[config.mk]
export PLATFORM = sky130hd
export DESIGN_NAME = xbus_seq
export DESIGN_NICKNAME = d
export VERILOG_FILES = /design/src/rtl/xbus_pkg.sv /design/src/rtl/xbus_seq_ctrl.sv /design/src/rtl/xbus_phase_dec.sv /design/src/rtl/xbus_seq.sv
export SDC_FILE = /design/constraint.sdc
export NUM_CORES = 1
export LEC_CHECK = 0
export ABC_AREA = 1
export BUFFER_PORTS_ARGS = -buffer_cell sky130_fd_sc_hd__buf_2
export CELL_PAD_IN_SITES_DETAIL_PLACEMENT = 1
export CELL_PAD_IN_SITES_GLOBAL_PLACEMENT = 2
export CORE_ASPECT_RATIO = 0.7
export CORE_MARGIN = 2
export CORE_UTILIZATION = 27
export DETAILED_ROUTE_END_ITERATION = 10
export PLACE_DENSITY = 0.89
export SETUP_SLACK_MARGIN = 0.4
export SLEW_MARGIN = 0
export SYNTH_ARGS = -nofsm -noshare
export SYNTH_HDL_FRONTEND = slang
export SYNTH_SLANG_ARGS = --single-unit
[constraint.sdc]
create_clock -name clk -period 2.3 [get_ports clk]
set_input_delay 0.69 -clock clk [delete_from_list [all_inputs] [get_ports clk]]
set_output_delay 0.69 -clock clk [all_outputs]
set_load 0.005 [all_outputs]
[src/rtl/xbus_pkg.sv]
package xbus_pkg;

  typedef enum logic {
    DIR_RD = 1'b0,
    DIR_WR = 1'b1
  } xdir_e;

  // Access length in clocks for stretch value n and cpm clocks per machine cycle.
  function automatic int acc_clocks(int n, int cpm);
    return (n + 2) * cpm;
  endfunction

  // Width needed to count up to the longest access.
  function automatic int cnt_width(int stretch_w, int cpm);
    return $clog2(acc_clocks((1 << stretch_w) - 1, cpm));
  endfunction

endpackage

[src/rtl/xbus_seq_ctrl.sv]
module xbus_seq_ctrl #(
  parameter int AW  = 16,
  parameter int DW  = 8,
  parameter int SW  = 3,
  parameter int CPM = 4,
  parameter int CW  = xbus_pkg::cnt_width(SW, CPM)
) (
  input  logic          clk,
  input  logic          rst_n,
  input  logic          req_valid,
  input  logic          req_write,
  input  logic [AW-1:0] req_addr,
  input  logic [DW-1:0] req_wdata,
  input  logic [SW-1:0] req_stretch,
  output logic          busy,
  output logic          last,
  output logic [CW-1:0] cnt,
  output logic [CW-1:0] len_m1,
  output xbus_pkg::xdir_e dir_q,
  output logic [AW-1:0] addr_q,
  output logic [DW-1:0] wdata_q
);
  import xbus_pkg::*;

  logic accept;
  assign accept = req_valid && !busy;
  assign last   = busy && (cnt == len_m1);

  always_ff @(posedge clk) begin
    if (!rst_n) begin
      busy    <= 1'b0;
      cnt     <= '0;
      len_m1  <= '0;
      dir_q   <= DIR_RD;
      addr_q  <= '0;
      wdata_q <= '0;
    end else if (accept) begin
      busy    <= 1'b1;
      cnt     <= '0;
      len_m1  <= CW'(acc_clocks(int'(req_stretch), CPM) - 1);
      dir_q   <= req_write ? DIR_WR : DIR_RD;
      addr_q  <= req_addr;
      wdata_q <= req_wdata;
    end else if (busy) begin
      if (last) begin
        busy <= 1'b0;
        cnt  <= '0;
      end else begin
        cnt <= cnt + CW'(1);
      end
    end
  end

  // the counter never runs past the length latched at acceptance
  p_cnt_bound_r5: assert property (@(posedge clk) disable iff (!rst_n)
    busy |-> (cnt <= len_m1));

  // a running access is not disturbed by new requests
  p_ignore_busy_r2: assert property (@(posedge clk) disable iff (!rst_n)
    (busy && !last) |=> (busy && $stable(addr_q) && $stable(wdata_q)
                         && $stable(dir_q) && $stable(len_m1)));

  // the access ends right after its last clock
  p_end_idle_r5: assert property (@(posedge clk) disable iff (!rst_n)
    last |=> !busy);

endmodule

[src/rtl/xbus_phase_dec.sv]
module xbus_phase_dec #(
  parameter int AW  = 16,
  parameter int DW  = 8,
  parameter int CPM = 4,
  parameter int CW  = 6
) (
  input  logic            clk,
  input  logic            rst_n,
  input  logic            busy,
  input  logic [CW-1:0]   cnt,
  input  logic [CW-1:0]   len_m1,
  input  xbus_pkg::xdir_e dir_q,
  input  logic [AW-1:0]   addr_q,
  input  logic [DW-1:0]   wdata_q,
  output logic            ale,
  output logic [DW-1:0]   ad_out,
  output logic            ad_oe,
  output logic [AW-DW-1:0] a_hi,
  output logic            rd_n,
  output logic            wr_n,
  output logic            cap_en
);
  import xbus_pkg::*;

  // Phase boundaries, in clocks from the start of the access.
  localparam logic [CW-1:0] ALE_END  = CW'(CPM / 2);   // first clock with ALE low
  localparam logic [CW-1:0] STB_BEG  = CW'(CPM / 2 + 2); // first strobe clock

  logic in_addr, in_data, strobe_win, is_wr;

  assign in_addr    = busy && (cnt <= ALE_END);
  assign in_data    = busy && (cnt >  ALE_END);
  assign strobe_win = busy && (cnt >= STB_BEG) && (cnt < len_m1);
  assign is_wr      = (dir_q == DIR_WR);

  assign ale    = busy && (cnt < ALE_END);
  assign ad_oe  = in_addr || (in_data && is_wr);
  assign ad_out = in_addr ? addr_q[DW-1:0] : ((in_data && is_wr) ? wdata_q : '0);
  assign a_hi   = busy ? addr_q[AW-1:DW] : '1;
  assign wr_n   = !(strobe_win && is_wr);
  assign rd_n   = !(strobe_win && !is_wr);
  assign cap_en = strobe_win && !is_wr && (cnt == len_m1 - CW'(1));

  // write strobe falls only after data has been driven for a clock
  p_wr_setup_r6: assert property (@(posedge clk) disable iff (!rst_n)
    $fell(wr_n) |-> (ad_oe && $past(ad_oe) && !ale));

  // data stays driven for the clock after the write strobe rises
  p_wr_hold_r6: assert property (@(posedge clk) disable iff (!rst_n)
    $rose(wr_n) |-> ad_oe);

  // nothing drives the shared port while the read strobe is low
  p_rd_float_r7: assert property (@(posedge clk) disable iff (!rst_n)
    !rd_n |-> !ad_oe);

  // the latch strobe is only high while an address is driven
  p_ale_addr_r3: assert property (@(posedge clk) disable iff (!rst_n)
    ale |-> (ad_oe && rd_n && wr_n));

endmodule

[src/rtl/xbus_seq.sv]
module xbus_seq #(
  parameter int AW  = 16,
  parameter int DW  = 8,
  parameter int SW  = 3,
  parameter int CPM = 4
) (
  input  logic          clk,
  input  logic          rst_n,
  input  logic          req_valid,
  input  logic          req_write,
  input  logic [AW-1:0] req_addr,
  input  logic [DW-1:0] req_wdata,
  input  logic [SW-1:0] req_stretch,
  output logic          busy,
  output logic          done,
  output logic [DW-1:0] rdata,
  output logic          ale,
  output logic [DW-1:0] ad_out,
  output logic          ad_oe,
  input  logic [DW-1:0] ad_in,
  output logic [AW-DW-1:0] a_hi,
  output logic          rd_n,
  output logic          wr_n,
  output logic          psen_n
);
  import xbus_pkg::*;

  localparam int CW = cnt_width(SW, CPM);

  logic            last, cap_en;
  logic [CW-1:0]   cnt, len_m1;
  xdir_e           dir_q;
  logic [AW-1:0]   addr_q;
  logic [DW-1:0]   wdata_q;

  xbus_seq_ctrl #(.AW(AW), .DW(DW), .SW(SW), .CPM(CPM), .CW(CW)) u_ctrl (
    .clk(clk), .rst_n(rst_n),
    .req_valid(req_valid), .req_write(req_write), .req_addr(req_addr),
    .req_wdata(req_wdata), .req_stretch(req_stretch),
    .busy(busy), .last(last), .cnt(cnt), .len_m1(len_m1),
    .dir_q(dir_q), .addr_q(addr_q), .wdata_q(wdata_q)
  );

  xbus_phase_dec #(.AW(AW), .DW(DW), .CPM(CPM), .CW(CW)) u_dec (
    .clk(clk), .rst_n(rst_n),
    .busy(busy), .cnt(cnt), .len_m1(len_m1), .dir_q(dir_q),
    .addr_q(addr_q), .wdata_q(wdata_q),
    .ale(ale), .ad_out(ad_out), .ad_oe(ad_oe), .a_hi(a_hi),
    .rd_n(rd_n), .wr_n(wr_n), .cap_en(cap_en)
  );

  // Read data capture on the clock before the read strobe rises.
  always_ff @(posedge clk) begin
    if (!rst_n)      rdata <= '0;
    else if (cap_en) rdata <= ad_in;
  end

  assign done   = last;
  assign psen_n = 1'b1;

  // strobes are mutually exclusive, program fetch enable idle
  p_strobe_excl_r8: assert property (@(posedge clk) disable iff (!rst_n)
    !(!rd_n && !wr_n) && psen_n);

  // done is a single-clock pulse
  p_done_single_r5: assert property (@(posedge clk) disable iff (!rst_n)
    done |=> !done);

  // read data changes only after a capture, and capture precedes done
  p_rdata_hold_r7: assert property (@(posedge clk) disable iff (!rst_n)
    !cap_en |=> $stable(rdata));
  p_cap_done_r7: assert property (@(posedge clk) disable iff (!rst_n)
    cap_en |=> (done && rd_n));

endmodule

* After elaboration in Yosys (flattened, before gate mapping)
Cells that the tools add are included.
** Operators by class
- Bitwise gates (word level) :: 1
- Multiplexer cells :: 8
- $add $sub $neg :: 4
- Equal/unequal tests :: 2
- Reductions and logical operators :: 17
- $lt $le $gt $ge :: 5
** Operator list (number)
- 8-bit 2-to-1 mux :: 3
- 6-bit == test :: 2
- 1-bit logical AND :: 11
- 6-bit by 1-bit adder with 6-bit output, second input constant :: 1
- 6-bit by 3-bit >= comparator with 1-bit output, second input constant :: 1
- 6-bit by 2-bit > comparator with 1-bit output, second input constant :: 1
- 6-bit by 2-bit less-or-equal comparator with 1-bit output, second input constant :: 1
- 6-bit by 2-bit less-than comparator with 1-bit output, second input constant :: 1
- 6-bit less-than comparator :: 1
- 6-bit 2-to-1 mux :: 1
- 6-bit by 1-bit subtractor with 6-bit output, second input constant :: 1
- 6-bit by 2-bit subtractor with 6-bit output, second input constant :: 1
- 3-bit by 2-bit adder with 4-bit output, second input constant :: 1
- 1-bit logical NOT :: 4
- 1-bit 2-to-1 mux :: 4
- 2-bit OR reduction :: 1
- 1-bit logical OR :: 1
- 1-bit NOT :: 1
** Storage, ports and cells
- Bits in registers :: 46
- Word-level logic and storage cells :: 44
- Input port bits :: 39
- Output and inout port bits :: 31

* Longest topological paths before layout
- Depth after elaboration :: 5
- Gate-level depth with buffers :: 12
- Mapped depth without buffers :: 12

* Cells and area by module
From an unflattened synthesis, not the netlist that was laid out.
** Unflattened totals
- Cell total of the unflattened synthesis :: 361
- Area, all modules :: 2499.9 um2
** Modules (own cells, without submodules)
- xbus_seq_ctrl :: cells an instance 196, times used 1, seq. area each 740.7 um2, area an instance 1519.0 um2
- xbus_phase_dec :: cells an instance 112, times used 1, seq. area each 0.0 um2, area an instance 613.1 um2
- xbus_seq :: cells an instance 53, times used 1, seq. area each 160.2 um2, area an instance 367.9 um2

* Worst setup path after synthesis
Ideal clock, no wire load.
- Kind :: flip-flop to output port
- Start point :: register u_ctrl.cnt[0]
- End point :: output port ad_out[0]
- Required time :: 1.610 ns
- Data arrival time :: 1.163 ns
- Path buffers :: 0
- Path slack :: 0.447 ns
- Cell stages (with the launch flop) :: 6
- Cells stage by stage :: dfxtp_1 > inv_1 > ha_1 > nor2_1 > o211ai_1 > o21ai_0
** Between the ends
- Longest elaborated chain between the ends :: 5
- Elaborated cells between the ends (all ways) :: 7
** Ends and longest elaborated chain
- start, declared :: RTL line xbus_seq_ctrl.sv:17 : output logic [CW-1:0] cnt,
- start signal, assigned :: RTL line xbus_seq_ctrl.sv:49 : cnt <= cnt + CW'(1);
- 6-bit by 2-bit > comparator with 1-bit output :: RTL line xbus_phase_dec.sv:32 : assign in_data = busy && (cnt > ALE_END);
- 1-bit logical AND :: RTL line xbus_phase_dec.sv:32
- 1-bit logical AND :: RTL line xbus_phase_dec.sv:38 : assign ad_out = in_addr ? addr_q[DW-1:0] : ((in_data && is_wr) ? wdata_q : '0);
- 8-bit 2-to-1 mux :: RTL line xbus_phase_dec.sv:38
- 8-bit 2-to-1 mux (*) :: RTL line xbus_phase_dec.sv:38
- end, declared :: RTL line xbus_seq.sv:18 : output logic [DW-1:0] ad_out,
Every way passes the cells marked *; elsewhere a longest branch is shown, timed or not.

* Final worst setup path
- Start point :: register u_ctrl.cnt[1]
- End point :: output port wr_n
** Between the ends
- Longest elaborated chain between the ends :: 5
- Elaborated cells between the ends (all ways) :: 6
** Ends and longest elaborated chain
- 6-bit by 3-bit >= comparator with 1-bit output :: RTL line xbus_phase_dec.sv:33 : assign strobe_win = busy && (cnt >= STB_BEG) && (cnt < len_m1);
- 1-bit logical AND :: RTL line xbus_phase_dec.sv:33
- 1-bit logical AND (*) :: RTL line xbus_phase_dec.sv:33
- 1-bit logical AND (*) :: RTL line xbus_phase_dec.sv:40 : assign wr_n = !(strobe_win && is_wr);
- 1-bit logical NOT (*) :: RTL line xbus_phase_dec.sv:40
- end, declared :: RTL line xbus_seq.sv:23 : output logic wr_n,
Marked as above.

==> out/metrics.cfg <==
[status]
outcome = complete, no violations

[layout]
final_nets = 480
layout_commonest_cell = buf_2
fill_cells = 1067
drive_gt1_share_pct = 40.00
fin_area_um2 = 3392
area_growth_pct = 43.82
antenna_cells = 0
layout_common_cells = buf_2, nor2_1, nand2_1

[setup_path]
cp.required_ps = 1610
rr_worst_depth = 12
crit_arrival_ps = 1600
slowest_delay_ps = 370
cp_slowest_cell = dfxtp_4
cp_num_cells = 7
path_buf_inv = 2
critPathTopFamily = simple AND/OR/NAND/NOR gates
criticalPathCategory = reg2out
crit_start = u_ctrl.cnt[1]
reg2reg_from = u_ctrl.cnt[1]
startpoint_type = register
worstPathMaxFanout = 4
path_cells = buf_12, ha_4, nand2_1, nand2_2, nand2_2, nand4_1, buf_2
cpMostUsedCell = nand2_2
critical_path.endpoint_type = primary output

[timing]
setup-violations-final = 0
final.setup.tns_ps = 0
fin_crit_ps = 2286
fmax_ghz = 0.4374
fin_ws_ps = 13.70
rsz0062_at_grt = true
clock-skew-final_ps = 5.404
slew_violations = 0
finalCritPeriodShare_pct = 99.40
finalHoldViolCount = 0

[worst_hold_path]
hold_path.startpoint = u_ctrl.wdata_q[1]
hold_depth = 2
hold_class = reg2reg

[pwr]
p_switching_mw = 0.5883
p_comb_share_pct = 19.7
internal_power_mw = 1.513
p_sw_share_pct = 28.00
power.clock.fraction_pct = 39.8
p_leak_nw = 1.621
pwr-share-seq_pct = 40.5
powerDensity_nw_per_um2 = 619.4
ir_worst_vdd_uv = 336.6

[die]
die_area_um2 = 9511
die_h_um = 82.20
die_x_um = 115.7
num_rows = 28
ios = 70
start_util_pct = 27.82
coreArea_um2 = 8478

[global_routing]
antenna_found_initial = 0
grt_max_degree = 39
first_global_vias = 2578
grt-ovfl-total = 0
grt_usage_pct = 17.32
grt_pass1_wl_um = 12670

[clock_tree]
htreeDepth = 2
cts_buffers = 5
hold_buffers = 0
root_buffer = clkbuf_16
clk_latency_ps = 290
clock_path_buffers = 2
cts_sinks = 45
cts_tree = done
clkTransAtPathRegs_ps = 70

[routing]
dr.pass1.iters = 4
ant_nets = 0
drtIter0Drc = 40
drc = 0
route.vias.total = 2482
routedWlPerCell_um = 14.51
via_per_inst = 4.513
wl_um = 7980

[logic_synthesis]
syn_inst = 338
avgSynthCellArea_um2 = 6.978
synth-seq-cells = 45
synth_nets = 389
synth_area_um2 = 2359
seq_area_frac_synth_pct = 38.20
synth_edf_count = 0
ys_types = 30
ys.flop_type = dfxtp_1
synthTopCellsByArea = dfxtp_1, nor2_1, nand2_1
synthArstFlopShare_pct = 0
yosysTopAreaCell = dfxtp_1
yosysTopAreaCellShare_pct = 38.20
yosysWarnings = 0

[placed_design]
place.gp.congestion = 0.8764
place_ws_ps = 120.9
port_buffers = 68
hpwlAfterDp_um = 5245
dpl-instance-area_um2 = 2820

[job]
drv_cap = 0

-- worst register-to-register path: cells and delay by family (launching register included) --
kind / cells / cell delay (ps)
simple gates: 8 / 770
flops: 1 / 370
fa+ha+maj: 1 / 240
buf+inv: 3 / 400
-- state kept, by name (all words and copies together), names as in the netlist --
signal	cells
u_ctrl.len_m1	5
u_ctrl.dir_q	1
u_ctrl.busy	1
u_ctrl.cnt	6
u_ctrl.addr_q	16
u_ctrl.wdata_q	8
rdata	8
-- timing repair --
action / CTS / global route
endpoints found under the hold margin: 0 / 0
setup buffers: 17 / 5
gates resized for setup: 51 / 15
endpoints found under the setup margin: 29 / 29
pin swaps: 11 / 11
cloned: 2 / 0
-- cells in the mapped netlist (3+ instances only) --
cell	instances
nor2_2	5
buf_2	5
or2_2	8
nand2_1	50
dfxtp_1	45
xor2_1	4
clkbuf_1	5
inv_1	38
nand2_2	4
ha_1	12
nand4_1	3
a21oi_1	14
nand3_1	24
o21ai_0	35
nor3_1	3
nor2_1	63
inv_2	7
-- through the flow --
| step | utilization, % | hold slack, ps | instances | total power, mW |
|---|---|---|---|---|
| floorplan | - | 424.5 | 338 | 1.083 |
| finish | 40.01 | 463.7 | 550 | 2.101 |
| CTS | 38.61 | 467.4 | 545 | 2.089 |
| global placement | 33.26 | 438.3 | 518 | 1.194 |
| global route | 40.01 | 486.3 | 550 | 2.210 |
| detailed placement | 33.26 | 451.8 | 518 | 1.206 |
-- layout make-up --
class	count	area [µm²]	share of cell area [%]
Clock buffer	5	125.1	3.689
Clock inverter	3	43.79	1.291
Inverter	45	173.9	5.127
Multi-Input combinational cell	236	1383	40.76
Sequential cell	45	933.4	27.52
Tap cell	120	150.1	4.426
Timing Repair Buffer	96	583.1	17.19
-- worst paths after layout --
path	slack, ps	endpoint
setup / recovery	10	wr_n
hold / removal	460	u_ctrl.wdata_q[1]
setup reg to reg	420	rdata[2]
hold reg to reg	460	u_ctrl.wdata_q[1]
-- metal layers --
metal / track usage (%) / routed length (µm) / up-vias
met5: 0 / 0 / -
li1: - / - / 1252
met2: 28.60 / 3596 / 59
met4: 5.119 / 86 / 0
met1: 22.41 / 3872 / 1162
met3: 4.599 / 425 / 9
-- kinds of logic after synthesis --
kind of cell	count (synthesis)	share of synthesized area [%]
flops	45	38.20
buf+inv	58	9.974
compound gates	52	11.30
xor+xnor	5	1.857
other cells	1	0.1590
fa+ha+maj	12	6.366
simple gates	165	32.15
-- power groups by stage --
| stage | sequential [mW] | combinational (mW) | clock, mW |
|---|---|---|---|
| 2_1_floorplan | 0.865 | 0.218 | 0 |
| 3_3_place_gp | 0.872 | 0.322 | 0 |
| 3_5_place_dp | 0.875 | 0.332 | 0 |
| 4_1_cts | 0.852 | 0.381 | 0.856 |
| 5_1_grt | 0.856 | 0.469 | 0.885 |
| 6_report | 0.851 | 0.413 | 0.837 |
(Power assumes the default switching activity.)
